===== config.mk =====
export PLATFORM = sky130hd
export DESIGN_NAME = dma_irq_bank
export DESIGN_NICKNAME = d
export VERILOG_FILES = /design/src/rtl/dma_irq_pkg.sv /design/src/rtl/dma_irq_group.sv /design/src/rtl/dma_irq_rdmux.sv /design/src/rtl/dma_irq_bank.sv
export SDC_FILE = /design/constraint.sdc
export NUM_CORES = 1
export LEC_CHECK = 0
export BUFFER_PORTS_ARGS = -buffer_cell sky130_fd_sc_hd__buf_2
export CAP_MARGIN = 5
export CELL_PAD_IN_SITES_DETAIL_PLACEMENT = 1
export CELL_PAD_IN_SITES_GLOBAL_PLACEMENT = 2
export CORE_MARGIN = 1.5
export CORE_UTILIZATION = 33
export CTS_CLUSTER_SIZE = 30
export DETAILED_ROUTE_END_ITERATION = 12
export PLACE_DENSITY = 0.84
export REMOVE_ABC_BUFFERS = 1
export SLEW_MARGIN = 40
export SYNTH_ARGS = -nofsm -noshare
export SYNTH_HDL_FRONTEND = slang
export SYNTH_SLANG_ARGS = --single-unit

===== constraint.sdc =====
create_clock -name clk -period 3.85 [get_ports clk]
set_input_delay 1.155 -clock clk [delete_from_list [all_inputs] [get_ports clk]]
set_output_delay 1.155 -clock clk [all_outputs]
set_load 0.02 [all_outputs]

===== src/rtl/dma_irq_pkg.sv =====
package dma_irq_pkg;
  localparam int REG_W  = 32;
  localparam int NIB_W  = 4;
  localparam int EVT_N  = 3;
  localparam int ADDR_W = 8;

  localparam logic [ADDR_W-1:0] OFS_EN_BASE = 8'h00;
  localparam logic [ADDR_W-1:0] OFS_ST_BASE = 8'h10;
  localparam logic [ADDR_W-1:0] OFS_SUMMARY = 8'h30;
  localparam int                REG_STRIDE  = 4;

  // bit positions of the event kinds inside a channel nibble
  localparam int BIT_HALF  = 0;
  localparam int BIT_PKG   = 1;
  localparam int BIT_QUEUE = 2;

  function automatic logic [REG_W-1:0] rsvd_mask();
    logic [REG_W-1:0] m;
    m = '0;
    for (int i = 0; i < REG_W / NIB_W; i++) m[i*NIB_W + NIB_W - 1] = 1'b1;
    return m;
  endfunction
endpackage


===== src/rtl/dma_irq_group.sv =====
module dma_irq_group
  import dma_irq_pkg::*;
#(
  parameter int CH = 8
) (
  input  logic                clk,
  input  logic                rst_n,
  input  logic                en_we,
  input  logic                st_we,
  input  logic [REG_W-1:0]    wdata,
  input  logic [CH-1:0]       ev_half,
  input  logic [CH-1:0]       ev_pkg,
  input  logic [CH-1:0]       ev_queue,
  output logic [REG_W-1:0]    en_q,
  output logic [REG_W-1:0]    st_q,
  output logic [CH-1:0]       ch_pend,
  output logic                hit
);
  localparam int USED_W = CH * NIB_W;

  logic [CH-1:0] unused_rsvd;

  for (genvar c = 0; c < CH; c++) begin : g_ch
    logic [EVT_N-1:0] en_r, st_r, set_v, clr_v;

    assign set_v[BIT_HALF]  = ev_half[c];
    assign set_v[BIT_PKG]   = ev_pkg[c];
    assign set_v[BIT_QUEUE] = ev_queue[c];
    assign clr_v = st_we ? wdata[c*NIB_W +: EVT_N] : '0;

    always_ff @(posedge clk) begin
      if (!rst_n) begin
        en_r <= '0;
        st_r <= '0;
      end else begin
        if (en_we) en_r <= wdata[c*NIB_W +: EVT_N];
        st_r <= (st_r & ~clr_v) | set_v;  // a new event outranks a clear
      end
    end

    assign en_q[c*NIB_W +: NIB_W] = {1'b0, en_r};
    assign st_q[c*NIB_W +: NIB_W] = {1'b0, st_r};
    assign ch_pend[c]     = |st_r;
    assign unused_rsvd[c] = wdata[c*NIB_W + NIB_W - 1];
  end

  if (USED_W < REG_W) begin : g_pad
    assign en_q[REG_W-1:USED_W] = '0;
    assign st_q[REG_W-1:USED_W] = '0;
  end

  assign hit = |(st_q & en_q);
endmodule


===== src/rtl/dma_irq_rdmux.sv =====
module dma_irq_rdmux
  import dma_irq_pkg::*;
#(
  parameter int GROUPS = 2,
  parameter int NUM_CH = 16
) (
  input  logic [ADDR_W-1:0]        addr,
  input  logic [GROUPS*REG_W-1:0]  en_all,
  input  logic [GROUPS*REG_W-1:0]  st_all,
  input  logic [NUM_CH-1:0]        summary,
  output logic [REG_W-1:0]         rdata
);
  int gi;

  always_comb begin
    rdata = '0;
    gi    = int'(addr[3:2]);
    if (addr[1:0] == 2'b00 && gi < GROUPS) begin
      if (addr[ADDR_W-1:4] == OFS_EN_BASE[ADDR_W-1:4])
        rdata = en_all[gi*REG_W +: REG_W];
      else if (addr[ADDR_W-1:4] == OFS_ST_BASE[ADDR_W-1:4])
        rdata = st_all[gi*REG_W +: REG_W];
    end
    if (addr == OFS_SUMMARY) rdata = REG_W'(summary);
  end
endmodule


===== src/rtl/dma_irq_bank.sv =====
module dma_irq_bank
  import dma_irq_pkg::*;
#(
  parameter int NUM_CH     = 16,
  parameter int CH_PER_REG = 8
) (
  input  logic                clk,
  input  logic                rst_n,
  input  logic                wr_en,
  input  logic [ADDR_W-1:0]   addr,
  input  logic [REG_W-1:0]    wdata,
  output logic [REG_W-1:0]    rdata,
  input  logic [NUM_CH-1:0]   ev_half,
  input  logic [NUM_CH-1:0]   ev_pkg,
  input  logic [NUM_CH-1:0]   ev_queue,
  output logic                irq
);
  localparam int GROUPS = NUM_CH / CH_PER_REG;

  logic [GROUPS*REG_W-1:0] en_all, st_all;
  logic [NUM_CH-1:0]       summary;
  logic [GROUPS-1:0]       hits;

  for (genvar g = 0; g < GROUPS; g++) begin : g_grp
    logic en_we, st_we;
    assign en_we = wr_en && (addr == ADDR_W'(OFS_EN_BASE + g*REG_STRIDE));
    assign st_we = wr_en && (addr == ADDR_W'(OFS_ST_BASE + g*REG_STRIDE));

    dma_irq_group #(.CH(CH_PER_REG)) u_grp (
      .clk      (clk),
      .rst_n    (rst_n),
      .en_we    (en_we),
      .st_we    (st_we),
      .wdata    (wdata),
      .ev_half  (ev_half [g*CH_PER_REG +: CH_PER_REG]),
      .ev_pkg   (ev_pkg  [g*CH_PER_REG +: CH_PER_REG]),
      .ev_queue (ev_queue[g*CH_PER_REG +: CH_PER_REG]),
      .en_q     (en_all[g*REG_W +: REG_W]),
      .st_q     (st_all[g*REG_W +: REG_W]),
      .ch_pend  (summary[g*CH_PER_REG +: CH_PER_REG]),
      .hit      (hits[g])
    );
  end

  dma_irq_rdmux #(.GROUPS(GROUPS), .NUM_CH(NUM_CH)) u_rd (
    .addr    (addr),
    .en_all  (en_all),
    .st_all  (st_all),
    .summary (summary),
    .rdata   (rdata)
  );

  always_ff @(posedge clk) begin
    if (!rst_n) irq <= 1'b0;
    else        irq <= |hits;
  end
endmodule


==> impl_metrics.env, run 1 <==
export IMPL_first_iter_violations=159
export IMPL_clock_sinks=97
export IMPL_start_util_pct=34.0
export IMPL_fin_nets=690
export IMPL_wl_um=16500
export IMPL_worst_slew_pin_slew_ns=0.782
export IMPL_ys_ff_latch=97
export IMPL_numPortBuffers=111
export IMPL_post_cts_buffers=0
export IMPL_rsz0062_at_grt="true"
export IMPL_clk_pin_slew_worst_paths_ns=0.06
export IMPL_crit_required_ns=2.69
export IMPL_ir_drop_mv=0.267
export IMPL_yosys_warnings=0
export IMPL_die_x_um=126
export IMPL_drv_slew=0
export IMPL_fillers=1687
export IMPL_syn_to_final_growth_pct=28.2
export IMPL_io_pins=124
export IMPL_syn_area_sq_um=4960
export IMPL_antenna_found_initial=0
export IMPL_crit_arrival_ns=2.75
export IMPL_tns_ns=-0.431
export IMPL_synth_cells=489
export IMPL_avgRoutedWirePerCell_um=20.9
export IMPL_leakagePower_uw=0.00267
export IMPL_cts_buffers_inserted=9
export IMPL_cp_cell_sequence="buf_6 -> or4b_4 -> or2_4 -> buf_8 -> o221ai_2 -> and3_1 -> buf_6"
export IMPL_ant_nets=0
export IMPL_slowest_delay_ns=0.54
export IMPL_skew_ns=0.00616
export IMPL_status="complete, but fails checks"
export IMPL_antenna_cells=0
export IMPL_viasPerCell=5.47
export IMPL_total_power_uw=2170
export IMPL_gp_congestion=0.807
export IMPL_path_max_fanout=5
export IMPL_slew_headroom_pct=47.9
export IMPL_worstHoldPathType="reg2reg"
export IMPL_drive_gt1_share_pct=29.9
export IMPL_multi_input_area_sq_um=2980
export IMPL_p_per_area_nw_per_um2=341
export IMPL_hold_viol=0
export IMPL_crit_path_end_kind="output port"
export IMPL_worst_slack_ns=-0.0554
export IMPL_dieArea_sq_um=15800
export IMPL_place_area_sq_um=5760
export IMPL_violations="setup timing"
export IMPL_cts_root_buffer="clkbuf_16"
export IMPL_core_area_sq_um=14600
export IMPL_slowest_stage="or4b_4"
export IMPL_drc=0
export IMPL_seq_area_frac_synth_pct=39.1
export IMPL_fin_area_sq_um=6360
export IMPL_grt_pass1_wl_um=25700
export IMPL_drv_cap=0
export IMPL_setup_violations=16
export IMPL_whs_ns=0.540
export IMPL_grt_max_degree=52
export IMPL_die_y_um=126
export IMPL_criticalPathCategory="in2out"
export IMPL_place_ws_ns=-0.161
export IMPL_min_period_ns=3.91
export IMPL_syn_avg_cell_area_sq_um=10.1
export IMPL_htreeDepth=3
export IMPL_insertion_delay_ns=0.35
export IMPL_grt_use_total_pct=20.9
export IMPL_worstSetupStartpointType="input pin"
export IMPL_grt_overflow=0
export IMPL_firstDrtPassIters=4
export IMPL_vias=4302
export IMPL_cts_max_path_buffers=2
export IMPL_cts_hold_buf=0
export IMPL_dp_hpwl_um=11900
export IMPL_crit_top_cell="buf_6"
export IMPL_grt_pass1_vias=4626
export IMPL_fp_row_count=44
export IMPL_finalCritPeriodShare_pct=101
export IMPL_seq_area_sq_um=1940
export IMPL_synth_cell_types=31
export IMPL_cts_tree="yes"
export IMPL_maxClockFrequency_mhz=256
-- state kept, by name, summed over array words and instances (netlist names) --
| signal | flops |
|---|---|
| irq | 1 |
| g_grp.u_grp.g_ch.en_r | 48 |
| g_grp.u_grp.g_ch.st_r | 48 |
-- placed cells by master (no fill, tap or decap), types with 2 or more instances in the layout --
| master | count |
|---|---|
| a221oi_1 | 12 |
| o22ai_1 | 10 |
| or4b_4 | 2 |
| dfxtp_1 | 97 |
| buf_12 | 4 |
| a22o_1 | 12 |
| nor2_1 | 5 |
| mux2i_1 | 96 |
| conb_1 | 4 |
| nand4_1 | 5 |
| clkinv_2 | 3 |
| or4_1 | 12 |
| and3_1 | 6 |
| clkbuf_8 | 3 |
| o221ai_4 | 2 |
| and3_4 | 6 |
| and2_1 | 10 |
| nor3_1 | 5 |
| buf_4 | 25 |
| a21boi_0 | 48 |
| clkbuf_16 | 10 |
| and2_4 | 3 |
| nor2b_1 | 48 |
| o21a_1 | 48 |
| nor3_2 | 2 |
| o221ai_2 | 9 |
| nand2b_1 | 2 |
| buf_2 | 90 |
| buf_6 | 15 |
-- final timing paths --
path | slack (ns) | endpoint | from | cells after the start
setup reg to reg | 2.23 | irq | g_grp[0].u_grp.g_ch[5].st_r[0] | 4
hold / removal | 0.54 | g_grp[0].u_grp.g_ch[5].en_r[1] | g_grp[0].u_grp.g_ch[5].en_r[1] | 2
hold reg to reg | 0.54 | g_grp[0].u_grp.g_ch[5].en_r[1] | g_grp[0].u_grp.g_ch[5].en_r[1] | 2
setup / recovery | -0.06 | rdata[10] | addr[5] | 7
-- cells in the mapped netlist --
| library cell | number | area, sq um |
|---|---|---|
| and3_1 | 12 | 75.1 |
| buf_2 | 10 | 50.1 |
| nor3b_2 | 1 | 12.5 |
| nor4_1 | 1 | 6.26 |
| nand2b_1 | 2 | 12.5 |
| or2_1 | 1 | 6.26 |
| inv_1 | 1 | 3.75 |
| a22o_1 | 12 | 105 |
| and2_1 | 13 | 81.3 |
| buf_6 | 1 | 11.3 |
| dfxtp_1 | 97 | 1940 |
| o21a_1 | 48 | 360 |
| buf_1 | 1 | 3.75 |
| or4_1 | 12 | 90.1 |
| o31a_1 | 1 | 8.76 |
| clkbuf_2 | 2 | 10.0 |
| a221oi_1 | 12 | 105 |
| nor3_2 | 2 | 20.0 |
| buf_12 | 2 | 40.0 |
| nor2b_1 | 48 | 300 |
| o22ai_1 | 12 | 75.1 |
| nand4_1 | 5 | 31.3 |
| conb_1 | 1 | 3.75 |
| or4b_4 | 2 | 27.5 |
| nor2_1 | 5 | 18.8 |
| a21boi_0 | 48 | 360 |
| buf_4 | 5 | 37.5 |
| mux2i_1 | 96 | 961 |
| o221ai_1 | 12 | 105 |
| clkbuf_1 | 19 | 71.3 |
| nor3_1 | 5 | 25.0 |
-- layer usage --
metal  global-route usage [%]  routed length (um)  vias to the layer above  share of wire (%)
met5                        0                   0                        -                  0
met4                     4.68                 165                        0                1.0
met3                     4.12                 861                       14                5.2
met2                     36.6                8190                      111                 50
met1                     26.7                7270                     2132                 44
li1                         -                   -                     2045                  -
-- through the flow --
stage / utilization [%] / std cells
after global routing: 43.6 / 787
after global placement: 39.5 / 771
after CTS: 42.8 / 786
final: 43.6 / 787
after floorplan: - / 452
after detailed placement: 39.5 / 771
-- repair_timing --
item | 4_1_cts | 5_1_grt
endpoints found under the hold margin | 0 | 0
cloned | 0 | 1
pin swaps | 8 | 5
gates resized for setup | 50 | 18
endpoints found under the setup margin | 22 | 22
-- worst max-delay path, delay by kind of cell --
kind	cells	cell delay [ns]
simple gates	3	1.06
buf+inv	3	0.37
compound gates	1	0.14
-- area by class of cell --
class / count / area share, %
Tap cell: 184 / 3.62
Clock buffer: 12 / 4.19
Sequential cell: 97 / 30.5
Clock inverter: 3 / 0.236
Multi-Input combinational cell: 354 / 46.8
Timing Repair Buffer: 136 / 14.6
Inverter: 1 / 0.0590
-- power by group --
group	internal [uW]	leakage (uW)	switching, uW
Sequential	1040	0.000797	48.8
Clock	484	0.000144	371
Combinational	116	0.00173	110
Total	1640	0.00267	530
-- logic make-up after synthesis --
kind of cell           Yosys count  synth area share [%]
AO/OA/AOI/OAI                  145                  22.6
AND/OR/NAND/NOR                109                  14.2
other                            1                0.0756
buffers and inverters           41                  4.59
multiplexers                    96                  19.4
flip-flops                      97                  39.1
(Power assumes the default switching activity.)
==> run 2, diff against run 1 <==
clock period = 4.3 ns   (was 3.85 ns; I/O delays follow)
==> run 2 against run 1 <==
Final cell count fell by 1.3%. The run now ends clean. Non-clock buffer count is 10 lower. Combinational power is 17% lower. Design area is 5.2% lower.
==> impl_metrics.env, run 2 (synthesis results as in run 1) <==
export IMPL_critPathLaunch="addr[5]"
export IMPL_drive_gt1_share_pct=25.0
export IMPL_place_area_sq_um=5690
export IMPL_firstDrtPassIters=4
export IMPL_cts_max_path_buffers=2
export IMPL_drc=0
export IMPL_core_area_sq_um=14600
export IMPL_r2r_slack_ns=2.70
export IMPL_min_period_ns=4.27
export IMPL_setup_violations=0
export IMPL_worst_slew_pin_slew_ns=0.563
export IMPL_die_y_um=126
export IMPL_clock_sinks=97
export IMPL_hold_end="g_grp[0].u_grp.g_ch[5].en_r[1]"
export IMPL_antenna_found_initial=0
export IMPL_status="finished, final reports clean"
export IMPL_syn_to_final_growth_pct=21.6
export IMPL_cts_root_buffer="clkbuf_16"
export IMPL_ff2ff_path_depth=4
export IMPL_hold_viol=0
export IMPL_cp_num_buf_inv=3
export IMPL_whs_ns=0.543
export IMPL_numPortBuffers=111
export IMPL_grt_use_total_pct=20.5
export IMPL_insertion_delay_ns=0.35
export IMPL_p_per_area_nw_per_um2=336
export IMPL_antenna_cells=0
export IMPL_layout_common_cells="buf_2, dfxtp_1, mux2i_1"
export IMPL_drv_slew=0
export IMPL_tns_ns=0
export IMPL_clk_pin_slew_worst_paths_ns=0.06
export IMPL_worstSetupStartpointType="input pin"
export IMPL_slowest_delay_ns=0.54
export IMPL_grt_overflow=0
export IMPL_fin_area_sq_um=6030
export IMPL_avgRoutedWirePerCell_um=20.7
export IMPL_reg_top3="g_grp.u_grp.g_ch.en_r: 48 flops, g_grp.u_grp.g_ch.st_r: 48 flops, irq: 1 flops"
export IMPL_crit_arrival_ns=2.98
export IMPL_r2r_start="g_grp[0].u_grp.g_ch[5].st_r[0]"
export IMPL_worstHoldPathType="reg2reg"
export IMPL_maxClockFrequency_mhz=234
export IMPL_ant_nets=0
export IMPL_cts_hold_buf=0
export IMPL_dieArea_sq_um=15800
export IMPL_grt_pass1_vias=4417
export IMPL_crit_required_ns=3.01
export IMPL_fp_row_count=44
export IMPL_htreeDepth=3
export IMPL_hold_depth=2
export IMPL_vias=4259
export IMPL_slowest_stage="or4b_4"
export IMPL_finalCritPeriodShare_pct=99.2
export IMPL_rsz0062_at_grt="true"
export IMPL_grt_pass1_wl_um=25200
export IMPL_cts_tree="yes"
export IMPL_place_ws_ns=0.0256
export IMPL_wl_um=16100
export IMPL_cts_buffers_inserted=9
export IMPL_final_common_cell="buf_2"
export IMPL_gp_congestion=0.778
export IMPL_fin_nets=680
export IMPL_start_util_pct=34.0
export IMPL_path_max_fanout=24
export IMPL_grt_max_degree=52
export IMPL_final_cells=777
export IMPL_dp_cells=762
export IMPL_hold_path_startpoint="g_grp[0].u_grp.g_ch[5].en_r[1]"
export IMPL_die_x_um=126
export IMPL_leakagePower_uw=0.00260
export IMPL_criticalPathCategory="in2out"
export IMPL_drv_cap=0
export IMPL_cp_cell_sequence="buf_2 -> or4b_4 -> or2_1 -> buf_12 -> o221ai_1 -> and3_1 -> buf_2"
export IMPL_ir_drop_mv=0.183
export IMPL_viasPerCell=5.48
export IMPL_worst_slack_ns=0.0344
export IMPL_skew_ns=0.00437
export IMPL_crit_family="simple AND/OR/NAND/NOR gates"
export IMPL_first_iter_violations=194
export IMPL_crit_path_end_kind="output port"
export IMPL_r2r_end="irq"
export IMPL_io_pins=124
export IMPL_dp_hpwl_um=11300
export IMPL_slew_headroom_pct=62.5
export IMPL_crit_top_cell="buf_2"
## run 2: worst register-to-register path: cells and delay by family, from the launching register on
| family | cells | cell delay (ns) |
|---|---|---|
| AOI/OAI and AO/OA | 3 | 1.00 |
| DFF | 1 | 0.34 |
| and+or+nand+nor | 1 | 0.16 |
## run 2: where the power goes
group | total (uW) | internal, uW | switching, uW
clock | 863 | 522 | 341
combinational | 187 | 95.8 | 90.8
sequential | 976 | 932 | 44.1
## run 2: worst max path at each step
stage               depth (start not counted)  slack (ns)        end
global placement                            7        0.03   rdata[9]
global route                                7      -0.003   rdata[1]
CTS                                         7        0.01   rdata[9]
floorplan                                   4        0.26   rdata[0]
finish                                      7        0.03  rdata[13]
detailed placement                          7        0.03   rdata[8]
## run 2: layout make-up
class | instances | area, sq um
clock inverter | 3 | 65.1
clock buffer | 12 | 246
multi-input combinational | 354 | 2830
inverter | 1 | 3.75
sequential | 97 | 1940
tap | 184 | 230
fill | 1697 | 8560
timing repair buffer | 126 | 711
## run 2: per-layer routing
layer,share of wire (%),routed length (um),track usage (%),vias up
met5,0,0,0,-
met2,49,7880,34.8,130
met1,44,7080,26.7,2092
met4,1.5,236,4.68,0
met3,5.5,887,4.42,17
li1,-,-,-,2020
## run 2: timing repair
| item | in CTS | in global routing |
|---|---|---|
| resized for setup | 0 | 6 |
| buffers inserted | 0 | 0 |
| endpoints found under the setup margin | 0 | 6 |
## run 2: per-stage QoR
| stage | util [%] | power, uW |
|---|---|---|
| after CTS | 41.1 | 2050 |
| after global routing | 41.3 | 2110 |
| after detailed placement | 39.0 | 1180 |
| final | 41.3 | 2030 |
| after floorplan | - | 1060 |
| after global placement | 39.0 | 1170 |
==> run 3, diff against run 2 <==
--- a/config.mk
+++ b/config.mk
@@ -16,4 +16,5 @@
 export PLACE_DENSITY = 0.84
 export REMOVE_ABC_BUFFERS = 1
+export SKIP_CTS_REPAIR_TIMING = 1
 export SLEW_MARGIN = 40
 export SYNTH_ARGS = -nofsm -noshare
==> constraint.sdc (replaced) <==
create_clock -name clk -period 4.3 [get_ports clk]
set_input_delay 1.29 -clock clk [delete_from_list [all_inputs] [get_ports clk]]
set_output_delay 1.29 -clock clk [all_outputs]
set_load 0.1 [all_outputs]
==> run 3 against run 2 <==
Sequential share of layout area is 2.8 points lower. Hold slack improved by 0.0037 ns. Final cell count increased by 1.0%. Routed wire length grew 3.7%.
==> impl_metrics.env, run 3 (synthesis results as in run 1) <==
export IMPL_cts_root_buffer="clkbuf_16"
export IMPL_cts_max_path_buffers=2
export IMPL_setup_violations=0
export IMPL_hold_viol=0
export IMPL_viasPerCell=5.50
export IMPL_antenna_cells=0
export IMPL_p_per_area_nw_per_um2=298
export IMPL_dp_hpwl_um=11500
export IMPL_htreeDepth=3
export IMPL_fp_row_count=44
export IMPL_skew_ns=0.0114
export IMPL_r2r_start="g_grp[1].u_grp.g_ch[5].st_r[1]"
export IMPL_wl_um=16700
export IMPL_grt_pass1_wl_um=26000
export IMPL_drive_gt1_share_pct=29.6
export IMPL_cts_tree="yes"
export IMPL_dieArea_sq_um=15800
export IMPL_vias=4321
export IMPL_worstHoldPathType="reg2reg"
export IMPL_rsz0062_at_grt="true"
export IMPL_insertion_delay_ns=0.35
export IMPL_reg_top3="g_grp.u_grp.g_ch.en_r: 48 flops, g_grp.u_grp.g_ch.st_r: 48 flops, irq: 1 flops"
export IMPL_die_y_um=126
export IMPL_r2r_end="irq"
export IMPL_ant_nets=0
export IMPL_final_core_util_pct=45.3
export IMPL_crit_path_end_kind="output port"
export IMPL_avgRoutedWirePerCell_um=21.2
export IMPL_firstDrtPassIters=4
export IMPL_worst_slack_ns=0.0193
export IMPL_maxClockFrequency_mhz=234
export IMPL_leakagePower_uw=0.00270
export IMPL_status="finished, final reports clean"
export IMPL_gp_congestion=0.796
export IMPL_tns_ns=0
export IMPL_ir_drop_mv=0.201
export IMPL_crit_arrival_ns=2.99
export IMPL_core_area_sq_um=14600
export IMPL_r2r_slack_ns=2.66
export IMPL_slowest_delay_ns=0.54
export IMPL_hold_depth=2
export IMPL_total_power_uw=1970
export IMPL_io_pins=124
export IMPL_place_ws_ns=-0.0302
export IMPL_antenna_found_initial=0
export IMPL_start_util_pct=34.0
export IMPL_grt_max_degree=84
export IMPL_drv_cap=0
export IMPL_slowest_stage="or4b_4"
export IMPL_ff2ff_path_depth=4
export IMPL_slew_headroom_pct=47.5
export IMPL_die_x_um=126
export IMPL_crit_top_cell="buf_12"
export IMPL_clk_pin_slew_worst_paths_ns=0.07
export IMPL_syn_to_final_growth_pct=33.2
export IMPL_layout_common_cells="dfxtp_1, mux2i_1, buf_2"
export IMPL_final_common_cell="dfxtp_1"
export IMPL_path_max_fanout=22
export IMPL_finalCritPeriodShare_pct=99.6
export IMPL_hold_path_startpoint="g_grp[0].u_grp.g_ch[1].en_r[0]"
export IMPL_fin_nets=687
export IMPL_crit_required_ns=3.01
export IMPL_hold_end="g_grp[0].u_grp.g_ch[1].en_r[0]"
export IMPL_drc=0
export IMPL_criticalPathCategory="in2out"
export IMPL_grt_use_total_pct=21.1
export IMPL_grt_pass1_vias=4643
export IMPL_worst_slew_pin_slew_ns=0.787
export IMPL_first_iter_violations=256
export IMPL_grt_overflow=0
export IMPL_cts_buffers_inserted=9
export IMPL_worstSetupStartpointType="input pin"
export IMPL_numPortBuffers=111
export IMPL_drv_slew=0
export IMPL_cp_cell_sequence="buf_2 -> or4b_4 -> or2_4 -> buf_12 -> o221ai_1 -> and3_4 -> buf_12"
export IMPL_min_period_ns=4.28
export IMPL_clock_sinks=97
-- run 3: stage by stage --
stage / instances / hold slack, ns / area, sq um
final: 785 / 0.546 / 6610
after detailed placement: 765 / 0.539 / 6150
after global placement: 765 / 0.522 / 6150
after global routing: 785 / 0.577 / 6610
after CTS: 781 / 0.548 / 6430
after floorplan: 452 / 0.505 / 4750
-- run 3: final cells by class --
type / instances / area, sq um
fill: 1609 / 7980
multi-input combinational: 354 / 2920
sequential: 97 / 1940
timing repair buffer: 133 / 1230
clock buffer: 11 / 253
tap: 184 / 230
clock inverter: 5 / 30.0
inverter: 1 / 3.75
-- run 3: worst max-delay path: cells and delay by family --
kind	cells	cell delay, ns
simple gates	3	1.04
buf+inv	3	0.44
compound gates	1	0.20
-- run 3: report_power, final --
part | leakage [uW] | internal [uW] | total (uW) | switching (uW)
combinational | 0.00177 | 103 | 215 | 113
sequential | 0.000797 | 931 | 975 | 43.5
clock | 0.000137 | 421 | 778 | 357
-- run 3: layer usage --
metal / track usage, % / vias up / routed length (um)
met3: 4.04 / 11 / 968
met5: 0 / - / 0
li1: - / 2035 / -
met4: 6.55 / 0 / 209
met1: 27.0 / 2148 / 7210
met2: 36.1 / 127 / 8290
-- run 3: worst max-delay path by stage --
stage,from,end,slack (ns),depth (start not counted)
2_1_floorplan,addr[7],rdata[11],-0.49,4
3_3_place_gp,addr[5],rdata[9],-0.04,7
3_5_place_dp,addr[5],rdata[8],-0.03,7
4_1_cts,addr[5],rdata[9],-0.04,7
5_1_grt,addr[5],rdata[1],-0.005,7
6_report,addr[5],rdata[13],0.02,7
